$ cat config.mk
export PLATFORM = sky130hd
export DESIGN_NAME = granule_tag_span
export DESIGN_NICKNAME = d
export VERILOG_FILES = /design/src/rtl/granule_tag_pkg.sv /design/src/rtl/granule_tag_span.sv
export SDC_FILE = /design/constraint.sdc
export NUM_CORES = 1
export LEC_CHECK = 0
export ABC_AREA = 1
export BUFFER_PORTS_ARGS = -buffer_cell sky130_fd_sc_hd__buf_2
export CAP_MARGIN = 5
export CORE_MARGIN = 2
export CORE_UTILIZATION = 49
export DETAILED_ROUTE_END_ITERATION = 12
export PLACE_DENSITY = 0.86
export SLEW_MARGIN = 20
export SYNTH_ARGS = -nofsm -noshare
export SYNTH_HDL_FRONTEND = slang
export SYNTH_SLANG_ARGS = --single-unit
$ cat constraint.sdc
create_clock -name vclk -period 9.1
set_input_delay 2.73 -clock vclk [all_inputs]
set_output_delay 2.73 -clock vclk [all_outputs]
set_load 0.005 [all_outputs]
$ cat src/rtl/granule_tag_pkg.sv
package granule_tag_pkg;
  localparam int GRAN_LG = 4;
  localparam int TAG_LSB = 56;

  typedef enum logic [1:0] {
    ST_IDLE,
    ST_FETCH,
    ST_CMP
  } scan_st_e;
endpackage

$ cat src/rtl/granule_tag_span.sv
module granule_tag_span #(
  parameter int AW = 64,
  parameter int SW = 12,
  parameter int CW = 9
) (
  input  logic [AW-1:0] ptr,
  input  logic [SW-1:0] size_m1,
  input  logic          reverse,
  output logic [AW-1:0] lo_gran,
  output logic [AW-1:0] hi_gran,
  output logic [CW-1:0] gran_cnt
);
  import granule_tag_pkg::*;

  logic [AW-1:0] lo_byte, hi_byte, span;

  always_comb begin
    if (reverse) begin
      lo_byte = ptr - AW'(size_m1);
      hi_byte = ptr;
    end else begin
      lo_byte = ptr;
      hi_byte = ptr + AW'(size_m1);
    end
    lo_gran  = {lo_byte[AW-1:GRAN_LG], {GRAN_LG{1'b0}}};
    hi_gran  = {hi_byte[AW-1:GRAN_LG], {GRAN_LG{1'b0}}};
    span     = (hi_byte >> GRAN_LG) - (lo_byte >> GRAN_LG);
    gran_cnt = CW'(span) + CW'(1);
  end
endmodule

==> results.yml, run 1 <==
worst_setup_path:
  worst-path-max-fanout: 9
  arrival_ns: 6.07
  critical_path_class: "primary input to output pin"
  cp-start-kind: "primary input"
  critPathCaptureType: "output pin"
  worst_ep_required_time_ns: 6.37
cells_and_area:
  seq_cell_count: 0
  layout_common_cells: "nand2_1, inv_1, buf_2"
  fin_cells: 1693
  clock_buffer_count: 0
  insertedDiodeCount: 0
  area_growth_pct: 16.1
  num-fill-cells: 1506
  final_nets: 1634
  final_common_cell: "nand2_1"
  drive_gt1_frac: 0.191
  seqCellArea_um2: 0
run_status:
  status: "finished, final reports clean"
die:
  ioPinCount: 214
  core_area_um2: 13200
  design.die.area_um2: 14500
  dieHeight_um: 120
  rows: 42
  initial_core_util: 0.502
  die_x_um: 120
yosys:
  synth_cell_type_count: 47
  yosys_warnings: 0
  syn_inst: 1343
  seq_area_frac_synth: 0
  synth_area_per_cell_um2: 4.95
  synth_area_um2: 6650
routing:
  firstDrtPassIters: 8
  first_iter_violations: 1197
  drtAntennaViolNets: 0
  avgViaCountPerCell: 5.57
  drt_wl_total_um: 30400
  vias: 9431
  drt-wirelength-per-cell_um: 17.9
  drc: 0
global_route:
  use_met1: 0.587
  grt_max_degree: 30
  grt.met2_usage: 0.614
  grt-busiest-layer: "met2"
  gr-usage-met3: 0.0835
  grt_pass1_wl_um: 45400
  grt-ovfl-total: 0
  grt.total_usage: 0.404
  grt_pass1_vias: 8431
  grt_antenna_before_repair: 0
cts:
  ctsHoldBuffers: 0
  postCtsSetupBuffers: 0
  cts.repair.resized: 0
placement:
  hpwl_um: 26400
  placed_cells: 1693
  portBuffers: 206
  place_congestion: 1.13
timing:
  rsz0062_at_grt: "no"
  hold_violations: 0
  tns_ns: 0
  hold_slack_ns: 5.75
  slew_viol_final: 0
  fin_crit_sh: 0.967
  final.min_clock_period_ns: 8.80
  fmax_mhz: 114
  worst_pin_slew_ns: 0.901
  max_slew_margin: 0.391
  timing.final.setup_violations: 0
run:
  maxCapViolCount: 0
power_and_ir_drop:
  powerDensity_nw_per_um2: 55.3
  p_leak_nw: 4.26
  peakVddDrop_mv: 0.0387
hold_path:
  hold_path_class: "primary input to output pin"
  holdPathStages: 4
==> synthesized netlist by cell type (2+ instances only) <==
| cell type | number | area, um2 |
|---|---|---|
| buf_6 | 3 | 33.8 |
| nor2_1 | 174 | 653 |
| ha_1 | 37 | 463 |
| clkbuf_2 | 2 | 10.0 |
| nor2_2 | 8 | 50.1 |
| inv_2 | 13 | 48.8 |
| clkbuf_1 | 10 | 37.5 |
| o21ai_0 | 38 | 190 |
| buf_2 | 17 | 85.1 |
| inv_1 | 220 | 826 |
| nor3_2 | 13 | 130 |
| a21oi_1 | 29 | 145 |
| and2_1 | 6 | 37.5 |
| nand2_1 | 408 | 1530 |
| nand2_2 | 11 | 68.8 |
| a21oi_2 | 3 | 26.3 |
| nor3_1 | 39 | 195 |
| nand2_4 | 3 | 33.8 |
| xnor2_1 | 3 | 26.3 |
| o21ai_1 | 5 | 25.0 |
| xor2_1 | 56 | 490 |
| nand3_2 | 5 | 50.1 |
| nand4_1 | 45 | 282 |
| buf_4 | 11 | 82.6 |
| nor4_1 | 3 | 18.8 |
| and3_1 | 2 | 12.5 |
| nand3_1 | 143 | 716 |
| nor2_4 | 8 | 90.1 |
| buf_1 | 3 | 11.3 |
| or2_2 | 2 | 12.5 |
| nor3_4 | 6 | 97.6 |
| a31oi_1 | 2 | 12.5 |
==> worst max-delay path, cell delays in order <==
cell	delay, ns
buf_2	0.12
ha_1	0.45
a21oi_1	0.40
o21ai_0	0.21
inv_1	0.13
nand3_2	0.19
xor2_1	0.20
nand2_1	0.06
nand2_1	0.08
ha_1	0.32
ha_1	0.37
a21oi_1	0.21
o21ai_0	0.10
a31oi_1	0.20
inv_1	0.06
nand3_1	0.07
nand2_1	0.05
buf_2	0.12
==> area by class of cell <==
type / count / area, um2 / area share
Multi-Input combinational cell: 1071 / 5540 / 0.718
Inverter: 233 / 875 / 0.113
Tap cell: 176 / 220 / 0.0285
Timing Repair Buffer: 213 / 1080 / 0.140
==> layer usage <==
layer,vias up,routed length [um],part of all wire
met1,4176,12700,0.42
li1,4565,-,-
met3,52,4350,0.14
met4,0,631,0.021
met5,-,0,0
met2,638,12700,0.42
==> kinds of logic after synthesis <==
group	count (synthesis)	synth area share
other	1	0.000564
buffers and inverters	279	0.171
XOR/XNOR	60	0.0802
adder cells (fa/ha/maj)	38	0.0727
AND/OR/NAND/NOR	881	0.607
AO/OA/AOI/OAI	84	0.0689
==> power breakdown <==
part	leakage [nW]	internal (mW)	switching, mW
clock	0	0	0
combinational	4.26	0.147	0.280
sequential	0	0	0
total	4.26	0.147	0.280
==> path summary, 6_finish.rpt <==
check	startpoint	endpoint	slack [ns]
setup / recovery	ptr[8]	gran_cnt[8]	0.30
hold / removal	ptr[63]	hi_gran[63]	5.75
==> stage by stage <==
step / power (mW) / setup WS [ns] / cell area [um2] / util
4_1_cts: 0.414 / 0.262 / 7720 / 0.583
5_1_grt: 0.466 / 0.0700 / 7720 / 0.583
6_report: 0.427 / 0.300 / 7720 / 0.583
3_3_place_gp: 0.409 / 0.400 / 7720 / 0.583
3_5_place_dp: 0.411 / 0.257 / 7720 / 0.583
2_1_floorplan: 0.253 / 0.966 / 6670 / -
Note: power is estimated with default switching activity, not from simulation.
==> run 2, diff against run 1 <==
--- a/config.mk
+++ b/config.mk
@@ -6,12 +6,15 @@
 export NUM_CORES = 1
 export LEC_CHECK = 0
 export ABC_AREA = 1
+export ABC_CLOCK_PERIOD_IN_PS = 9100
 export BUFFER_PORTS_ARGS = -buffer_cell sky130_fd_sc_hd__buf_2
 export CAP_MARGIN = 5
+export CELL_PAD_IN_SITES_DETAIL_PLACEMENT = 1
+export CELL_PAD_IN_SITES_GLOBAL_PLACEMENT = 2
 export CORE_MARGIN = 2
-export CORE_UTILIZATION = 49
+export CORE_UTILIZATION = 25
 export DETAILED_ROUTE_END_ITERATION = 12
-export PLACE_DENSITY = 0.86
+export PLACE_DENSITY = 0.94
 export SLEW_MARGIN = 20
 export SYNTH_ARGS = -nofsm -noshare
 export SYNTH_HDL_FRONTEND = slang
==> run 2 against run 1 <==
Clock-buffer cell count did not move. Combinational power rose by 4%. Design area rose by 2.6%. Cell count rose by 9.3%. Critical endpoint unchanged. Core utilization fell by 28 points. Via count fell by 0.45%. Worst hold slack improved by 0.021 ns.
==> results.yml, run 2 (synthesized netlist as in run 1, its figures left out) <==
cells_and_area:
  seq_cell_count: 0
  clock_buffer_count: 0
  seqCellArea_um2: 0
  layout_common_cells: "nand2_1, inv_1, buf_2"
  fin_util: 0.304
  final_nets: 1633
  num-fill-cells: 3707
  multi_input_area_um2: 5550
  final_area_um2: 7920
  insertedDiodeCount: 0
  area_growth_pct: 19.2
  final_common_cell: "nand2_1"
  drive_gt1_frac: 0.193
global_route:
  grt_max_degree: 41
  grt-ovfl-total: 0
  grt.total_usage: 0.253
  grt_pass1_wl_um: 55000
  grt_pass1_vias: 9524
  grt_antenna_before_repair: 0
worst_setup_path:
  arrival_ns: 6.10
  worst_ep_required_time_ns: 6.37
  cp-start-kind: "primary input"
  cpMaxStageDelayCell: "o21ai_0"
  worstPathCellList: "buf_2 -> inv_1 -> ha_1 -> o21ai_0 -> nand2_1 -> nand2_1 -> inv_1 -> nand3_1 -> nand2_1 -> nand3_1 -> o21ai_0 -> inv_1 -> ha_1 -> ha_1 -> a21oi_1 -> o21ai_0 -> a31oi_1 -> inv_1 -> nand3_1 -> nand2_1 -> buf_2"
  worst-path-max-fanout: 9
  critical_path_class: "primary input to output pin"
  cp_top_family: "compound AO/OA/AOI/OAI gates"
  worst-path-buf-inv: 6
  critPathCaptureType: "output pin"
  slowest_delay_ns: 0.45
die:
  die_x_um: 167
  core_area_um2: 26100
  initial_core_util: 0.255
  dieHeight_um: 167
  rows: 59
  design.die.area_um2: 27900
  ioPinCount: 214
routing:
  drt_wl_total_um: 36600
  drc: 0
  vias: 9389
  drtAntennaViolNets: 0
  firstDrtPassIters: 5
  avgViaCountPerCell: 5.07
  first_iter_violations: 680
  drt-wirelength-per-cell_um: 19.8
timing:
  rsz0062_at_grt: "no"
  tns_ns: 0
  slew_viol_final: 0
  fin_crit_sh: 0.971
  fmax_mhz: 113
  hold_violations: 0
  worst_pin_slew_ns: 0.803
  final.min_clock_period_ns: 8.83
  timing.final.setup_violations: 0
  max_slew_margin: 0.457
cts:
  ctsHoldBuffers: 0
  cts.repair.resized: 0
  postCtsSetupBuffers: 0
power_and_ir_drop:
  p_leak_nw: 4.25
  p_total_uw: 442
  peakVddDrop_mv: 0.0451
  powerDensity_nw_per_um2: 55.8
run_status:
  status: "finished, final reports clean"
run:
  maxCapViolCount: 0
hold_path:
  hold_path_class: "primary input to output pin"
placement:
  place_area_um2: 7910
  hpwl_um: 32300
  portBuffers: 206
  place_congestion: 0.960
==> run 2: cell type report <==
type	instances	share of cell area
inverters	233	0.110
multi-input cells	1071	0.701
well taps	335	0.0529
repair buffers	212	0.136
==> run 2: where the power goes <==
group          internal (mW)  switching, mW  leakage, nW
clock network              0              0            0
registers                  0              0            0
logic                  0.148          0.294         4.25
total                  0.148          0.294         4.25
==> run 2: metrics by stage <==
stage                     hold slack, ns  worst slack [ns]  instances
after global placement              5.77             0.249       1851
after CTS                           5.78             0.156       1851
final                               5.77             0.268       1851
after global routing                5.81            0.0210       1851
after floorplan                     5.52             0.966       1350
after detailed placement            5.78             0.159       1851
==> run 2: worst paths after layout <==
kind / from / to / slack [ns] / cells after the start
max: size_m1[8] / gran_cnt[8] / 0.27 / 21
min: ptr[63] / hi_gran[63] / 5.77 / 4
==> run 2: tightest hold or removal path, cell delays in order <==
cell	delay [ns]
buf_2	0.10
nand2_1	0.05
nand2_1	0.06
buf_2	0.10
==> run 2: layer usage <==
layer / track usage / share of wire / vias up
met5: 0 / 0 / -
met4: 0.0513 / 0.022 / 0
met3: 0.0150 / 0.071 / 41
met2: 0.428 / 0.46 / 354
met1: 0.354 / 0.45 / 4442
li1: - / - / 4552
==> run 3, diff against run 2 <==
--- a/config.mk
+++ b/config.mk
@@ -11,10 +11,11 @@
 export CAP_MARGIN = 5
 export CELL_PAD_IN_SITES_DETAIL_PLACEMENT = 1
 export CELL_PAD_IN_SITES_GLOBAL_PLACEMENT = 2
-export CORE_MARGIN = 2
+export CORE_MARGIN = 3
 export CORE_UTILIZATION = 25
 export DETAILED_ROUTE_END_ITERATION = 12
-export PLACE_DENSITY = 0.94
+export GPL_TIMING_DRIVEN = 0
+export PLACE_DENSITY = 0.89
 export SLEW_MARGIN = 20
 export SYNTH_ARGS = -nofsm -noshare
 export SYNTH_HDL_FRONTEND = slang
==> run 3 against run 2 <==
Sequential share of layout area unchanged. First-iteration DRC count down 13%. Critical path depth down 1. Maximum frequency down 0.11%. Total power up 0.62%. Combinational power about the same. Sequential cell count unchanged. Worst hold slack better by 0.011 ns. Core utilization up 0.51 points. Cell count up 1.1%. Clock-buffer cell count unchanged. Die area up 2.4%. Critical path type unchanged. Critical endpoint unchanged.
==> results.yml, run 3 (synthesized netlist as in run 1, its figures left out) <==
power_and_ir_drop:
  peakVddDrop_mv: 0.0401
  powerDensity_nw_per_um2: 55.2
  p_leak_nw: 4.34
  combPwrFrac: 1.000
  pwr-share-clk: 0
  p_seq_frac: 0
  p_sw_frac: 0.662
  p_sw_uw: 294
  p_int_uw: 150
  p_total_uw: 444
cells_and_area:
  final_common_cell: "nand2_1"
  layout_common_cells: "nand2_1, inv_1, buf_2"
  num-fill-cells: 3720
  seqCellArea_um2: 0
  clock_buffer_count: 0
  fin_cells: 1872
  final_nets: 1654
  seq_cell_count: 0
  drive_gt1_frac: 0.200
  insertedDiodeCount: 0
  area_growth_pct: 21.2
timing:
  hold_violations: 0
  hold_slack_ns: 5.78
  final.min_clock_period_ns: 8.84
  fin_crit_sh: 0.972
  worst_pin_slew_ns: 0.863
  fmax_mhz: 113
  max_slew_margin: 0.417
  timing.final.setup_violations: 0
  slew_viol_final: 0
routing:
  avgViaCountPerCell: 5.09
  firstDrtPassIters: 5
  drc: 0
  drt_wl_total_um: 37300
  first_iter_violations: 595
  drt-wirelength-per-cell_um: 19.9
  vias: 9523
  drtAntennaViolNets: 0
die:
  die_x_um: 169
  design.die.area_um2: 28600
  core_area_um2: 26100
  ioPinCount: 214
  initial_core_util: 0.255
  dieHeight_um: 169
  rows: 59
worst_setup_path:
  worstPathCellList: "buf_2 -> ha_1 -> buf_6 -> a21oi_1 -> o21ai_0 -> inv_1 -> nand3_1 -> nand2_1 -> nand3_1 -> o21ai_2 -> inv_1 -> ha_1 -> ha_1 -> a21oi_1 -> o21ai_0 -> a31oi_1 -> inv_1 -> nand3_1 -> nand2_1 -> buf_2"
  cp-start-kind: "primary input"
  cp_top_family: "compound AO/OA/AOI/OAI gates"
  worst-path-buf-inv: 6
  cpMaxStageDelayCell: "a21oi_1"
  critPathCaptureType: "output pin"
  worst_ep_required_time_ns: 6.37
  critical_path_class: "primary input to output pin"
  worst-path-max-fanout: 9
  arrival_ns: 6.11
  slowest_delay_ns: 0.35
  crit_start: "ptr[8]"
placement:
  place_congestion: 0.978
  placed_cells: 1873
  hpwl_um: 33100
  portBuffers: 188
cts:
  postCtsSetupBuffers: 0
  ctsHoldBuffers: 0
global_route:
  grt_pass1_wl_um: 55100
  grt-ovfl-total: 0
  grt_max_degree: 20
  grt.total_usage: 0.250
  grt_antenna_before_repair: 0
  grt_pass1_vias: 9464
hold_path:
  hp-start: "ptr[62]"
  hold_path_class: "primary input to output pin"
run:
  maxCapViolCount: 0
run_status:
  status: "finished, final reports clean"
[run 3: cell count changes in the layout (fill, tap and decap cells not counted), sizes merged]
cell,before,now
inv,233,232
clkbuf,0,11
buf,212,222
clkinvlp,0,1
[run 3: per-layer routing]
metal / vias up / wire, um / GRT usage
met4: 0 / 656 / 0.0430
met1: 4578 / 17000 / 0.355
met5: - / 0 / 0
li1: 4592 / - / -
met3: 35 / 2570 / 0.0210
met2: 318 / 17000 / 0.419
[run 3: worst paths after layout]
path                  depth (start not counted)           to  slack [ns]
worst min-delay path                          3  lo_gran[62]        5.78
worst max-delay path                         20  gran_cnt[8]        0.26
[run 3: what timing repair did]
action	CTS	global route
setup endpoints to repair	2	3
gates resized for setup	3	14
cloned	0	0
pin swaps	0	0
[run 3: cell type report]
type	count	area, um2	share of cell area
plain buffers	45	263	0.0326
repair buffers	188	941	0.117
well taps	335	419	0.0520
multi-input cells	1071	5550	0.689
inverters	233	878	0.109
[run 3: power by group through the flow]
stage / sequential, mW / combinational [mW] / clock (mW)
finish: 0 / 0.444 / 0
floorplan: 0 / 0.253 / 0
CTS: 0 / 0.441 / 0
global route: 0 / 0.496 / 0
detailed placement: 0 / 0.440 / 0
global placement: 0 / 0.434 / 0
[run 3: through the flow]
stage	setup TNS (ns)	instance area (um2)	setup WS (ns)	util
floorplan	0	6670	0.966	-
CTS	0	8030	0.0891	0.308
global route	-0.000247	8060	-0.000247	0.309
detailed placement	-0.410	8030	-0.329	0.308
global placement	-0.433	8030	-0.323	0.308
finish	0	8060	0.258	0.309
